--- src/rtl/can_stat_pkg.sv ---
package can_stat_pkg;

  localparam int STAT_W  = 16;
  localparam int CODE_W  = 3;

  localparam int BIT_BOFF  = 7;
  localparam int BIT_WARN  = 6;
  localparam int BIT_PASS  = 5;
  localparam int BIT_RXOK  = 4;
  localparam int BIT_TXOK  = 3;

  localparam int NUM_OK = 2;
  localparam int OK_RX  = 1;
  localparam int OK_TX  = 0;

  typedef enum logic [CODE_W-1:0] {
    EV_NONE  = 3'd0,
    EV_STUFF = 3'd1,
    EV_FORM  = 3'd2,
    EV_ACK   = 3'd3,
    EV_BIT1  = 3'd4,
    EV_BIT0  = 3'd5,
    EV_CRC   = 3'd6,
    EV_MARK  = 3'd7
  } ev_code_e;

  function automatic logic code_is_error(input logic [CODE_W-1:0] c);
    return (c != EV_NONE) && (c != EV_MARK);
  endfunction

endpackage

--- src/rtl/can_err_level.sv ---
module can_err_level #(
  parameter int CNT_W    = 8,
  parameter int WARN_LIM = 96,
  parameter int PASS_LIM = 128
) (
  input  logic             clk,
  input  logic             rst,
  input  logic [CNT_W-1:0] tx_cnt,
  input  logic [CNT_W-1:0] rx_cnt,
  input  logic             passive_in,
  input  logic             busoff_in,
  output logic             warn_q,
  output logic             pass_q,
  output logic             boff_q
);

  localparam int NCNT = 2;
  localparam logic [CNT_W-1:0] WARN_V = WARN_LIM[CNT_W-1:0];
  localparam logic [CNT_W-1:0] PASS_V = PASS_LIM[CNT_W-1:0];

  logic [CNT_W-1:0] cnt_arr [NCNT];
  logic [NCNT-1:0]  over_warn;
  logic [NCNT-1:0]  over_pass;

  assign cnt_arr[0] = tx_cnt;
  assign cnt_arr[1] = rx_cnt;

  for (genvar i = 0; i < NCNT; i++) begin : g_cmp
    assign over_warn[i] = (cnt_arr[i] >= WARN_V);
    assign over_pass[i] = (cnt_arr[i] >= PASS_V);
  end

  always_ff @(posedge clk) begin
    if (rst) begin
      warn_q <= 1'b0;
      pass_q <= 1'b0;
      boff_q <= 1'b0;
    end else begin
      warn_q <= |over_warn;
      pass_q <= (|over_pass) | passive_in;
      boff_q <= busoff_in;
    end
  end

endmodule

--- src/rtl/can_sticky_flags.sv ---
module can_sticky_flags #(
  parameter int N = 2
) (
  input  logic         clk,
  input  logic         rst,
  input  logic [N-1:0] set_stb,
  input  logic         wr,
  input  logic [N-1:0] wbits,
  output logic [N-1:0] flags
);

  for (genvar i = 0; i < N; i++) begin : g_flag
    logic clr_req;
    assign clr_req = wr & ~wbits[i];
    always_ff @(posedge clk) begin
      if (rst)             flags[i] <= 1'b0;
      else if (set_stb[i]) flags[i] <= 1'b1;
      else if (clr_req)    flags[i] <= 1'b0;
    end
  end

endmodule

--- src/rtl/can_lec_keeper.sv ---
module can_lec_keeper
  import can_stat_pkg::*;
(
  input  logic              clk,
  input  logic              rst,
  input  logic              err_stb,
  input  logic [CODE_W-1:0] err_code,
  input  logic              recov_tick,
  input  logic              busoff_in,
  input  logic              ok_stb,
  input  logic              cpu_wr,
  input  logic [CODE_W-1:0] cpu_code,
  output logic [CODE_W-1:0] lec
);

  logic              err_hit;
  logic              recov_hit;
  logic              load;
  logic [CODE_W-1:0] next_code;

  assign err_hit   = err_stb & code_is_error(err_code);
  assign recov_hit = recov_tick & busoff_in;

  always_comb begin
    load      = 1'b1;
    next_code = lec;
    if (err_hit)        next_code = err_code;
    else if (recov_hit) next_code = EV_BIT0;
    else if (ok_stb)    next_code = EV_NONE;
    else if (cpu_wr)    next_code = cpu_code;
    else                load      = 1'b0;
  end

  always_ff @(posedge clk) begin
    if (rst)       lec <= EV_NONE;
    else if (load) lec <= next_code;
  end

endmodule

--- src/rtl/can_stat_tracker.sv ---
module can_stat_tracker
  import can_stat_pkg::*;
#(
  parameter int CNT_W    = 8,
  parameter int WARN_LIM = 96,
  parameter int PASS_LIM = 128
) (
  input  logic              clk,
  input  logic              rst,
  input  logic              rx_ok_stb,
  input  logic              tx_ok_stb,
  input  logic              err_stb,
  input  logic [2:0]        err_code,
  input  logic              recov_tick,
  input  logic [CNT_W-1:0]  tx_err_cnt,
  input  logic [CNT_W-1:0]  rx_err_cnt,
  input  logic              passive_in,
  input  logic              busoff_in,
  input  logic              cpu_wr,
  input  logic [15:0]       cpu_wdata,
  output logic [15:0]       cpu_rdata
);

  logic              warn_q, pass_q, boff_q;
  logic [NUM_OK-1:0] ok_set, ok_wbits, ok_flags;
  logic [CODE_W-1:0] lec;

  can_err_level #(
    .CNT_W(CNT_W), .WARN_LIM(WARN_LIM), .PASS_LIM(PASS_LIM)
  ) u_level (
    .clk(clk), .rst(rst),
    .tx_cnt(tx_err_cnt), .rx_cnt(rx_err_cnt),
    .passive_in(passive_in), .busoff_in(busoff_in),
    .warn_q(warn_q), .pass_q(pass_q), .boff_q(boff_q)
  );

  assign ok_set[OK_RX]   = rx_ok_stb;
  assign ok_set[OK_TX]   = tx_ok_stb;
  assign ok_wbits[OK_RX] = cpu_wdata[BIT_RXOK];
  assign ok_wbits[OK_TX] = cpu_wdata[BIT_TXOK];

  can_sticky_flags #(.N(NUM_OK)) u_ok (
    .clk(clk), .rst(rst),
    .set_stb(ok_set), .wr(cpu_wr), .wbits(ok_wbits),
    .flags(ok_flags)
  );

  can_lec_keeper u_lec (
    .clk(clk), .rst(rst),
    .err_stb(err_stb), .err_code(err_code),
    .recov_tick(recov_tick), .busoff_in(busoff_in),
    .ok_stb(rx_ok_stb | tx_ok_stb),
    .cpu_wr(cpu_wr), .cpu_code(cpu_wdata[CODE_W-1:0]),
    .lec(lec)
  );

  always_comb begin
    cpu_rdata                   = '0;
    cpu_rdata[BIT_BOFF]         = boff_q;
    cpu_rdata[BIT_WARN]         = warn_q;
    cpu_rdata[BIT_PASS]         = pass_q;
    cpu_rdata[BIT_RXOK]         = ok_flags[OK_RX];
    cpu_rdata[BIT_TXOK]         = ok_flags[OK_TX];
    cpu_rdata[CODE_W-1:0]       = lec;
  end

endmodule

--- config.mk ---
export PLATFORM = sky130hd
export DESIGN_NAME = can_stat_tracker
export DESIGN_NICKNAME = d
export VERILOG_FILES = /design/src/rtl/can_stat_pkg.sv /design/src/rtl/can_err_level.sv /design/src/rtl/can_sticky_flags.sv /design/src/rtl/can_lec_keeper.sv /design/src/rtl/can_stat_tracker.sv
export SDC_FILE = /design/constraint.sdc
export NUM_CORES = 1
export LEC_CHECK = 0
export BUFFER_PORTS_ARGS = -buffer_cell sky130_fd_sc_hd__buf_2
export CELL_PAD_IN_SITES_DETAIL_PLACEMENT = 1
export CELL_PAD_IN_SITES_GLOBAL_PLACEMENT = 1
export CORE_MARGIN = 2
export CORE_UTILIZATION = 20
export CTS_CLUSTER_SIZE = 24
export DETAILED_ROUTE_END_ITERATION = 8
export HOLD_SLACK_MARGIN = 0.03
export PLACE_DENSITY = 0.83
export SLEW_MARGIN = 20
export SYNTH_ARGS = -nofsm -noshare
export SYNTH_HDL_FRONTEND = slang
export SYNTH_HIERARCHICAL = 1
export SYNTH_SLANG_ARGS = --single-unit
--- constraint.sdc ---
create_clock -name clk -period 1.3 [get_ports clk]
set_input_delay 0.195 -clock clk [delete_from_list [all_inputs] [get_ports clk]]
set_output_delay 0.195 -clock clk [all_outputs]
set_load 0.05 [all_outputs]
==> results.md <==
- The number of different library cells in the post-synthesis netlist is 27.
- The post-layout worst setup margin is 136 ps.
- The source of the worst register-to-register timing path is u_lec/lec[0]$_SDFFE_PP0P_.
- In the routed design, unresolved DRC markers number 0.
- The number of sinks handled by clock tree synthesis is 8.
- The number of antenna violations at the first check in global routing is 0.
- The critical path goes through buf_2, or2_1, a2111o_1, a31o_2, o211ai_1, nor4_1.
- On the final layout, the worst hold slack is 161 ps.
- The critical path capture point type is a flop.
- The start point of the worst hold path is passive_in.
- The count of final max-slew check failures is 0.
- The worst-case vdd ir drop is 0.000369 V.
- The count of antenna-violating nets left after detailed routing is 0.
- The number of clock buffers added by TritonCTS is 3.
- The clock latency on the worst-skew pair is 250 ps.
- The pin count of the biggest net entering global routing is 9.
- Setup repair after global routing left no endpoint under its margin.
- The number of global-route vias before repair came to 506.
- The area growth from synthesis to layout is 38.1%.
- The clock tree root buffer cell is clkbuf_4.
- The clock tree from TritonCTS is yes.
- The vias after detailed routing is 545.
- The congestion estimate from routability-driven global placement came to 0.684.
- The floorplan die height is 55.1 um.
- The number of instances in the synthesized netlist is 64.
- The flow ran to the end, and the final reports show no timing, DRC or antenna violations.
- The number of failing setup endpoints in the final timing report is 0.
- The routed design could run at a clock period as short as 1160 ps.
- Among all flip-flop cells after synthesis, the most frequent one is dfxtp_1.
- The maximum operating frequency is 0.859 GHz.
- The required time of the worst setup path is 1430 ps.
- The total of cells resized after clock tree synthesis is 0.
- After floorplanning, the core was divided into 18 placement rows.
- The leakage power summed over all cells is 0.351 nW.
- The path category of the worst min-delay check is in2reg.
- The worst setup path is launched from an input port.
- The share of final-layout standard cells stronger than drive strength 1 is 46.5%.
- The number of H-tree branching levels is 1.
- The total congestion overflow after global routing is 0.
- The share of flip-flops with an asynchronous set or reset is 0%.
- Global routing used 9.06% of the available tracks across all layers.
- After clock tree synthesis, the setup repair step added 0 buffers.
- The data arrival time of the critical path is 1290 ps.
- The number of ports placed on the die boundary is 60.
- The count of filler cells inserted in the layout is 320.
- The highest net fanout along the worst path is 4.
- The launch point of the critical path is tx_ok_stb.
- The placeable core area is 2480 sq um.
- The mean area per synthesized cell is 8.15 sq um.
- Dividing the detail-routed via count by the number of cells gives 4.22.
- The routed wirelength normalized by instance count is 10.6 um.
- The number of antenna diodes in the final layout is 0.
- The sum of routed wire length over all layers is 1.37 mm.
- The yosys synthesis warning count is 6.
- The first-pass iteration count of the detailed router is 4.
- The commonest non-fill, non-tap cell in the layout is buf_2.
- Input and output buffers added on the ports amount to 30.
- No sink is reached through more buffers than the 2 on the longest clock path.
- The number of violations reported at the end of detailed-routing iteration 0 is 4.
- Dividing total power by cell area gives a power density of 984 nW/um^2.
- The first global-routing pass estimated 1.90 mm of wire.
- The final layout net count is 145.
- The count of hold buffers inserted by post-cts repair is 0.
- The final worst-path cycle share is 89.5%.
- The number of synthesized register bits is 8.
- In the layout the commonest cells are buf_2, conb_1, dfxtp_1.
- Summing all flip-flop and latch instances after layout gives 160 sq um.
- The total of max-cap violations is 0.
- The number of failing hold endpoints at the final stage came to 0.
- Clock-pin slew was measured on the worst setup and hold paths at 50 ps.
- Summing all multi-input logic gate instances after layout gives 302 sq um.
- For this run, the slowest stage of the critical path takes 360 ps.
- The number of synthesized flops with an enable pin is 0.
- The starting utilization of the core area is 21.1%.
- The critical path in this run is classified as in2reg.
- The slowest stage of the critical path belongs to the cell a2111o_1.
- The minimum setup slack after placement is -136 ps.
- The die is 55.1 um wide.
- After synthesis the cells add up to 522 sq um.
- The largest clock skew in the final design is 0 ps.
- The floorplan step defined a die boundary enclosing 3030 sq um.
- The fraction of the yosys area taken by sequential cells is 30.7%.
path summary, 6_finish.rpt:
check	endpoint	slack [ps]	cells after the start
worst min-delay path	u_level/pass_q$_SDFF_PP0_	160	3
worst max-delay path	u_lec/lec[0]$_SDFFE_PP0P_	140	6
worst max register to register	u_lec/lec[0]$_SDFFE_PP0P_	220	4
worst min register to register	u_ok/flags[0]$_SDFFE_PP0P_	530	2
final cells by class:
class / instances / share of cell area (%)
well taps: 30 / 5.21
multi-input cells: 51 / 41.8
inverters: 1 / 0.521
flip-flops and latches: 8 / 22.2
repair buffers: 36 / 27.1
clock buffers: 3 / 3.13
per-stage QoR:
step	TNS [ps]	cells	power [mW]	cell area, sq um	utilization [%]
2_1_floorplan	0	71	0.463	548	-
3_3_place_gp	-100	126	0.525	698	28.2
3_5_place_dp	-214	126	0.533	698	28.2
4_1_cts	0	129	0.724	721	29.1
5_1_grt	0	129	0.750	721	29.1
6_report	0	129	0.709	721	29.1
cells in the mapped netlist (all sizes together) (2+ instances only):
cell	count	share of area (%)
nor3b	2	4.8
a31oi	2	2.4
buf	11	16
nand2	6	4.3
dfxtp	8	31
nor2	6	4.3
nand3	2	1.9
nor2b	3	3.6
a21oi	2	1.9
nor3	3	4.8
o21ai	5	4.8
sequential cells by signal, indices dropped and copies added, names as in the netlist:
register,flops
u_lec/lec,3
u_ok/flags,2
u_level/boff_q,1
u_level/pass_q,1
u_level/warn_q,1
where the power goes:
part / switching, mW / total [mW] / leakage (nW) / internal [mW]
Combinational: 0.179 / 0.257 / 0.271 / 0.0780
Sequential: 0.00641 / 0.270 / 0.0667 / 0.263
Clock: 0.0775 / 0.183 / 0.0138 / 0.105
Total: 0.263 / 0.709 / 0.351 / 0.446
layer usage:
layer | GRT usage [%] | share of wire [%] | wire length, um
met1 | 8.89 | 44 | 606
met2 | 16.3 | 42 | 576
met3 | 1.08 | 13 | 175
met4 | 8.54 | 0.59 | 8
met5 | 0 | 0 | 0
cells by family (layout without fill, tap and decap cells):
logic type	count (synthesis)	in the layout	share of synthesized area, %
AOI/OAI and AO/OA	15	15	19.9
muxes	1	1	1.92
and+or+nand+nor	27	27	30.2
other	1	8	0.719
DFF	8	8	30.7
buffers and inverters	12	40	16.5
critical path: cells and delay by family:
| kind | cells | cell delay, ps |
|---|---|---|
| compound gates | 3 | 650 |
| simple gates | 2 | 340 |
| buf+inv | 1 | 100 |
(Power assumes the default switching activity.)
